==> config.mk <==
export PLATFORM = sky130hd
export DESIGN_NAME = err_status_reg
export DESIGN_NICKNAME = d
export VERILOG_FILES = /design/src/rtl/errst_pkg.sv /design/src/rtl/errst_vec_check.sv /design/src/rtl/errst_trigger.sv /design/src/rtl/errst_latch.sv /design/src/rtl/err_status_reg.sv
export SDC_FILE = /design/constraint.sdc
export NUM_CORES = 1
export LEC_CHECK = 0
export BUFFER_PORTS_ARGS = -buffer_cell sky130_fd_sc_hd__buf_4
export CAP_MARGIN = 20
export CORE_ASPECT_RATIO = 1.5
export CORE_UTILIZATION = 35
export CTS_BUF_LIST = sky130_fd_sc_hd__clkbuf_8
export CTS_CLUSTER_DIAMETER = 150
export DETAILED_ROUTE_END_ITERATION = 7
export PLACE_DENSITY = 0.67
export RECOVER_POWER = 100
export SETUP_SLACK_MARGIN = 0.5
export SLEW_MARGIN = 0
export SYNTH_ARGS = -nofsm -noshare
export SYNTH_HDL_FRONTEND = slang
export SYNTH_SLANG_ARGS = --single-unit
==> constraint.sdc <==
create_clock -name clk -period 5.6 [get_ports clk]
set_clock_uncertainty 0.15 [all_clocks]
set_input_delay 1.12 -clock clk [delete_from_list [all_inputs] [get_ports clk]]
set_output_delay 1.12 -clock clk [all_outputs]
set_load 0.1 [all_outputs]
==> src/rtl/errst_pkg.sv <==
// Shared selector encoding for the error status register.
package errst_pkg;
    typedef enum logic {
        SEL_STATUS = 1'b0,
        SEL_VECCFG = 1'b1
    } reg_sel_e;
endpackage

==> src/rtl/errst_vec_check.sv <==
// Screens one vector stream for values below the legal floor.
// Assumes the check applies only when `apply` is high (fixed mode, or always for receive).
module errst_vec_check #(
    parameter int VEC_W   = 8,
    parameter int MIN_VEC = 16
) (
    input  logic             vld,
    input  logic             apply,
    input  logic [VEC_W-1:0] vec,
    output logic             illegal,
    output logic             pass
);
    localparam logic [VEC_W-1:0] MIN_V = VEC_W'(MIN_VEC);

    // Flag an illegal vector and block the transfer.
    always_comb begin
        illegal = vld && apply && (vec < MIN_V);
        pass    = vld && !illegal;
    end
endmodule

==> src/rtl/errst_trigger.sv <==
// Decides whether an event batch warrants an error request.
// Assumes `base` is pending after any same-cycle clear.
module errst_trigger #(
    parameter int REG_W   = 32,
    parameter bit PER_BIT = 1'b1
) (
    input  logic [REG_W-1:0] base,
    input  logic [REG_W-1:0] evt,
    output logic             fire
);
    generate
        if (PER_BIT) begin : g_per_bit
            // Any bit going from clear to set triggers.
            always_comb fire = |(evt & ~base);
        end else begin : g_aggregate
            // Only an empty word becoming nonempty triggers.
            always_comb fire = (base == '0) && (evt != '0);
        end
    endgenerate
endmodule

==> src/rtl/errst_latch.sv <==
// Holds the hidden pending word and the software-visible word.
// Assumes `swap` is already qualified as a legal status write.
module errst_latch #(
    parameter int REG_W = 32
) (
    input  logic             clk,
    input  logic             rst_n,
    input  logic             swap,
    input  logic [REG_W-1:0] add_bits,
    output logic [REG_W-1:0] base,
    output logic [REG_W-1:0] pend_q,
    output logic [REG_W-1:0] vis_q
);
    // Pending as seen by this cycle's events: cleared by a swap.
    always_comb base = swap ? '0 : pend_q;

    // Accumulate events and perform the transfer atomically.
    always_ff @(posedge clk) begin
        if (!rst_n) begin
            pend_q <= '0;
            vis_q  <= '0;
        end else begin
            pend_q <= base | add_bits;
            if (swap) vis_q <= pend_q;
        end
    end
endmodule

==> src/rtl/err_status_reg.sv <==
// Error status register with deferred visibility and error request generation.
// Assumes single-cycle register accesses; reads are combinational.
module err_status_reg
    import errst_pkg::*;
#(
    parameter int REG_W    = 32,
    parameter int VEC_W    = 8,
    parameter int MIN_VEC  = 16,
    parameter int SEND_BIT = 5,
    parameter int RECV_BIT = 6,
    parameter int MASK_BIT = 16,
    parameter bit PER_BIT  = 1'b1
) (
    input  logic             clk,
    input  logic             rst_n,
    input  logic             wr_en_i,
    input  logic             wr_sel_i,
    input  logic [REG_W-1:0] wr_data_i,
    input  logic             rd_sel_i,
    output logic [REG_W-1:0] rd_data_o,
    input  logic             x2_mode_i,
    input  logic [REG_W-1:0] err_evt_i,
    input  logic             snd_vld_i,
    input  logic             snd_fixed_i,
    input  logic [VEC_W-1:0] snd_vec_i,
    output logic             snd_ok_o,
    input  logic             rcv_vld_i,
    input  logic [VEC_W-1:0] rcv_vec_i,
    output logic             rcv_ok_o,
    output logic             irq_req_o,
    output logic [VEC_W-1:0] irq_vec_o
);
    localparam logic [VEC_W-1:0] MIN_V    = VEC_W'(MIN_VEC);
    localparam logic [REG_W-1:0] SEND_ONE = REG_W'(1) << SEND_BIT;
    localparam logic [REG_W-1:0] RECV_ONE = REG_W'(1) << RECV_BIT;

    logic             snd_bad, rcv_bad;
    logic             swap, cfg_wr;
    logic [REG_W-1:0] evt_all, add_bits, base, pend_q, vis_q, cfg_word;
    logic             fire, go, bad_vec;
    logic [VEC_W-1:0] vec_q;
    logic             mask_q;

    errst_vec_check #(.VEC_W(VEC_W), .MIN_VEC(MIN_VEC)) u_snd_chk (
        .vld(snd_vld_i), .apply(snd_fixed_i), .vec(snd_vec_i),
        .illegal(snd_bad), .pass(snd_ok_o)
    );

    errst_vec_check #(.VEC_W(VEC_W), .MIN_VEC(MIN_VEC)) u_rcv_chk (
        .vld(rcv_vld_i), .apply(1'b1), .vec(rcv_vec_i),
        .illegal(rcv_bad), .pass(rcv_ok_o)
    );

    // Decode register writes; strict mode accepts only a zero status write.
    always_comb begin
        swap   = wr_en_i && (wr_sel_i == SEL_STATUS) && (!x2_mode_i || wr_data_i == '0);
        cfg_wr = wr_en_i && (wr_sel_i == SEL_VECCFG);
    end

    // Gather every error source into one event word.
    always_comb begin
        evt_all = err_evt_i;
        if (snd_bad) evt_all = evt_all | SEND_ONE;
        if (rcv_bad) evt_all = evt_all | RECV_ONE;
    end

    errst_trigger #(.REG_W(REG_W), .PER_BIT(PER_BIT)) u_trig (
        .base(base), .evt(evt_all), .fire(fire)
    );

    // Apply the mask and divert a request with an illegal vector into an error bit.
    always_comb begin
        go       = fire && !mask_q;
        bad_vec  = go && (vec_q < MIN_V);
        add_bits = evt_all | (bad_vec ? RECV_ONE : '0);
    end

    errst_latch #(.REG_W(REG_W)) u_latch (
        .clk(clk), .rst_n(rst_n), .swap(swap), .add_bits(add_bits),
        .base(base), .pend_q(pend_q), .vis_q(vis_q)
    );

    // Configuration register: vector and mask.
    always_ff @(posedge clk) begin
        if (!rst_n) begin
            vec_q  <= '0;
            mask_q <= 1'b1;
        end else if (cfg_wr) begin
            vec_q  <= wr_data_i[VEC_W-1:0];
            mask_q <= wr_data_i[MASK_BIT];
        end
    end

    // Registered one-cycle error request.
    always_ff @(posedge clk) begin
        if (!rst_n) begin
            irq_req_o <= 1'b0;
            irq_vec_o <= '0;
        end else begin
            irq_req_o <= go && !bad_vec;
            irq_vec_o <= vec_q;
        end
    end

    // Assemble the configuration word for reads.
    always_comb begin
        cfg_word                = '0;
        cfg_word[VEC_W-1:0]     = vec_q;
        cfg_word[MASK_BIT]      = mask_q;
    end

    // Read multiplexer.
    always_comb rd_data_o = (rd_sel_i == SEL_VECCFG) ? cfg_word : vis_q;
endmodule

# After elaboration in Yosys (flattened, before gate mapping)
# Index checks and enable logic that the tools add are counted.
dict set report totals {
  output_inout_bits 43
  ff_bits 82
}
dict set report classes {
  muxes 5
  bitwise_logic 5
  reduce_logical 19
  n_lt_le_gt_ge 3
}
# op n
set op_table {}
lappend op_table {{$mux 32} 2}
lappend op_table {{$and 32x32->32} 1}
lappend op_table {{$logic_not 32->1} 1}
lappend op_table {{$not 32->32} 1}
lappend op_table {{$or 32x32->32} 1}
lappend op_table {{$or 32x7->32} 1}
lappend op_table {{$reduce_or 32->1} 1}
lappend op_table {{$lt 8x5->1 const B} 3}
lappend op_table {{$mux 7} 2}
lappend op_table {{$logic_and 1x1->1} 11}
lappend op_table {{$mux 6} 1}
lappend op_table {{$logic_not 1->1} 5}
lappend op_table {{$logic_or 1x1->1} 1}
lappend op_table {{$not 1->1} 1}

# Logic depth before layout (Yosys ltp)
dict set report logic_depth {
  ltp_word 12
  mapped_depth 9
  mapped_depth_nobuf 8
}

# Cells and area by module
# From an unflattened synthesis, not the netlist that was laid out.
dict set report hier_totals {
  hier_cells 375
  hier_area_um2 3619.7
}
# mod cells_per_inst n_inst area_per_inst_um2
set by_module_without_submodules {}
lappend by_module_without_submodules {errst_latch 206 1 2367.3}
lappend by_module_without_submodules {err_status_reg 110 1 948.4}
lappend by_module_without_submodules {errst_trigger 53 1 251.5}
lappend by_module_without_submodules {errst_vec_check 3 2 26.3}

# Least setup slack after synthesis
# OpenSTA, ideal clock, no wires.
dict set report synth_path {
  path_type {input to output}
  startpoint {input rd_sel_i}
  endpoint {output rd_data_o[31]}
  t_arrival_ns 2.688
  stages 2
  n_path_buf 1
  setup_slack_ns 1.642
  cell_sequence {clkbuf_1 -> nor2b_1}
}
dict set report synth_between {
  elab_chain_len 1
}
# item line_no
set synth_rtl {}
lappend synth_rtl {{start, declared} err_status_reg.sv:19} ;# input logic rd_sel_i,
lappend synth_rtl {{$mux 32} err_status_reg.sv:113} ;# always_comb rd_data_o = (rd_sel_i == SEL_VECCFG) ? cfg_word : vis_q;
lappend synth_rtl {{end, declared} err_status_reg.sv:20} ;# output logic [REG_W-1:0] rd_data_o,
# No other way between the ends.

# Worst setup path after layout
dict set report layout_path {
  startpoint {input rd_sel_i}
  endpoint {output rd_data_o[8]}
}
# Same word-level chain as after synthesis.

==> key figures <==
STA
  • Final setup fails: 0
  • Fin crit share: 0.781
  • Fmax: 229 MHz
  • Unrepaired setup endpoints after global routing: no
  • Least-Margin Pin Slew: 2.84 ns
  • Setup TNS: 0 ns
  • Final Hold Fails: 0
  • Pins Over Slew Limit: 117
  • Max-slew headroom: -0.896
  • Post-layout worst setup margin: 1.22 ns
  • Final critical-path required period: 4.38 ns

Power and ir drop
  • Max VDD drop: 0.141 mV
  • Pleak: 0.00187 µW
  • Power Density: 264 nW/µm²

Clock tree
  • Clk Latency, worst-skew pair: 0.36 ns
  • Worst-path clk slew: 0.07 ns
  • # H-tree levels: 3
  • Setup Buffers After CTS: 0
  • Clock Tree Buf Depth: 2
  • Post-cts hold buffer count: 0
  • Gates resized, CTS repair: 0
  • Total clock sinks: 82
  • CTS tree: done
  • Root buffer cell: clkbuf_8
  • Total CTS buffers: 9

Drt
  • Routed length per placed instance: 14.4 µm
  • Final WL: 9.95 mm
  • Vias: 3,341
  • # DRC: 0
  • Antenna Nets Post-Route: 0
  • Vias per inst: 4.84
  • DR pass1 iterations: 6
  • Number of DRC markers in iteration 0: 199

Finish
  • Area Overhead vs Synth: 28.1%
  • Area occupied by multi-input gates: 1910 µm²
  • Commonest non-fill, non-tap cell in the layout: nand2_1
  • Nets: 634
  • Fin util: 0.465
  • Fraction of layout cells with a size suffix above 1: 0.211
  • Post-route cell area: 4740 µm²
  • Area taken by flip-flops and latches: 1640 µm²
  • # diodes: 0
  • Fillers: 1,061
  • Most frequent cells in the layout: 116 x nand2_1, 87 x buf_4, 82 x dfxtp_1
  • Non-filler cells, final: 691

GRT
  • Global route total overflow: 0
  • Vias in the first global route: 3,189
  • First-pass GRT wire length: 15.8 mm
  • Gr usage total: 0.187
  • Initial antenna violation count: 0
  • Largest net degree at the start of global routing: 84

Synthesis
  • XOR/XNOR Fraction of Synth Area: 0
  • Predominant post-synthesis flop cell: dfxtp_1
  • Synth Area in Simple Gates: 0.272
  • Cells after Synth: 438
  • Flops & latches, synth: 82
  • Main combinational cell family by area after synthesis: simple AND/OR/NAND/NOR gates
  • Compound-Gate Fraction of Synth Area: 0.215
  • Post-synthesis cell type count: 33
  • Synth async-reset ratio: 0
  • Syn_nets: 527
  • Mean Syn Cell Area: 8.45 µm²
  • Synth Warn #: 0
  • Number of enable flip-flop cells after synthesis: 0
  • Syn Std Cell Area: 3700 µm²
  • Post-synthesis mux area share: 0.0274
  • Post-synthesis sequential area ratio: 0.444
  • Post-Synth Adder-Cell Area: 0

Worst setup path
  • Worst R2R Path Depth: 6
  • Crit path DAT: 3.11 ns
  • Worst Path Max Fanout: 32
  • Crit path launch type: input pin
  • CP Capture Type: output port
  • Reg2reg start: u_latch.pend_q[15]$_SDFF_PN0_
  • Worst r2r dst: u_latch.pend_q[6]$_SDFF_PN0_
  • R2R setup slack: 3.46 ns
  • CP Class: input pin to output port
  • Req. time, crit path: 4.33 ns

Run
  • MaxCap Viol Count: 2

Floorplanning
  • Die height: 128 µm
  • Die ar.: 11,000 µm²
  • Die width: 86.0 µm
  • Initial Util: 0.363
  • Top Ports: 132
  • Row cnt: 45
  • Core footprint: 10,200 µm²

Placement
  • Area after DPL: 4700 µm²
  • # placed instances: 675
  • Routability Congestion: 0.779
  • Post-DP HPWL: 7.09 mm
  • DP Worst Slack: 1.94 ns
  • IO buf count: 123

Min path
  • Hold Path Class: flip-flop to flip-flop
  • Hold Crit Start: u_latch.vis_q[26]$_SDFFE_PN0P_
  • Hold path depth: 2
  • Worst hold endpoint: u_latch.vis_q[26]$_SDFFE_PN0P_

Outcome
  • Violated checks: max-capacitance violations, max-slew violations
  • Status: finished with violations
synth_stat cells, types with 2 or more instances:
master | count | area share
o21a_1 | 6 | 0.012
nor4_1 | 9 | 0.015
a21boi_0 | 45 | 0.091
nand4_1 | 2 | 0.0034
and2_1 | 10 | 0.017
o211ai_1 | 15 | 0.030
a21oi_1 | 26 | 0.035
nor2b_1 | 51 | 0.086
dfxtp_1 | 82 | 0.44
buf_2 | 11 | 0.015
nand2_1 | 116 | 0.12
clkbuf_1 | 15 | 0.015
a21boi_1 | 10 | 0.020
o2111ai_1 | 5 | 0.012
nor4_2 | 4 | 0.014
mux2_2 | 9 | 0.027
inv_1 | 6 | 0.0061
report_power, final:
| part | switching, µW | internal (µW) | leakage, µW |
|---|---|---|---|
| clock network | 204 | 198 | 0.000108 |
| logic | 132 | 85.6 | 0.00108 |
| registers | 19.2 | 611 | 0.000674 |
| total | 355 | 895 | 0.00187 |
how the worst max path moves through the flow:
stage | from | endpoint | slack (ns) | depth (start not counted)
final | rd_sel_i | rd_data_o[8] | 1.22 | 3
after global routing | rd_sel_i | rd_data_o[8] | 1.05 | 3
after CTS | rd_sel_i | rd_data_o[4] | 2.22 | 3
after detailed placement | wr_data_i[6] | irq_req_o$_SDFF_PN0_ | 1.94 | 9
after global placement | wr_data_i[6] | u_latch.vis_q[21]$_SDFFE_PN0P_ | 1.73 | 7
after floorplan | rd_sel_i | rd_data_o[31] | 1.64 | 2
critical path, stage by stage:
cell	delay, ns
clkbuf_1	1.17
nor2b_1	0.21
clkbuf_1	0.58
flip-flops by register name, summed over array words and instances, names as in the netlist:
| name | count |
|---|---|
| u_latch.pend_q | 32 |
| u_latch.vis_q | 32 |
| irq_vec_o | 8 |
| vec_q | 8 |
| irq_req_o | 1 |
| mask_q | 1 |
per-stage QoR:
stage               hold WS, ns  total power [µW]
floorplan                 0.277               781
global placement          0.294               859
detailed placement        0.297               865
CTS                       0.310              1270
global route              0.343              1310
finish                    0.316              1250
routing by layer:
metal | vias to the layer above | track usage | routed length (µm) | part of all wire
met1 | 1530 | 0.216 | 4170 | 0.42
met2 | 94 | 0.331 | 5140 | 0.52
met5 | - | 0 | 0 | 0
li1 | 1706 | - | - | -
met3 | 11 | 0.0361 | 443 | 0.045
met4 | 0 | 0.0804 | 195 | 0.020
final cells by class:
| type | instances | area share |
|---|---|---|
| well taps | 141 | 0.0372 |
| clock inverters | 7 | 0.0116 |
| repair buffers | 124 | 0.172 |
| inverters | 6 | 0.00475 |
| flip-flops and latches | 82 | 0.346 |
| multi-input cells | 322 | 0.402 |
| clock buffers | 9 | 0.0261 |
cell families after synthesis:
group,Yosys count
AOI/OAI and AO/OA,112
DFF,82
buffers and inverters,34
and+or+nand+nor,201
muxes,9
(Power assumes the default switching activity.)
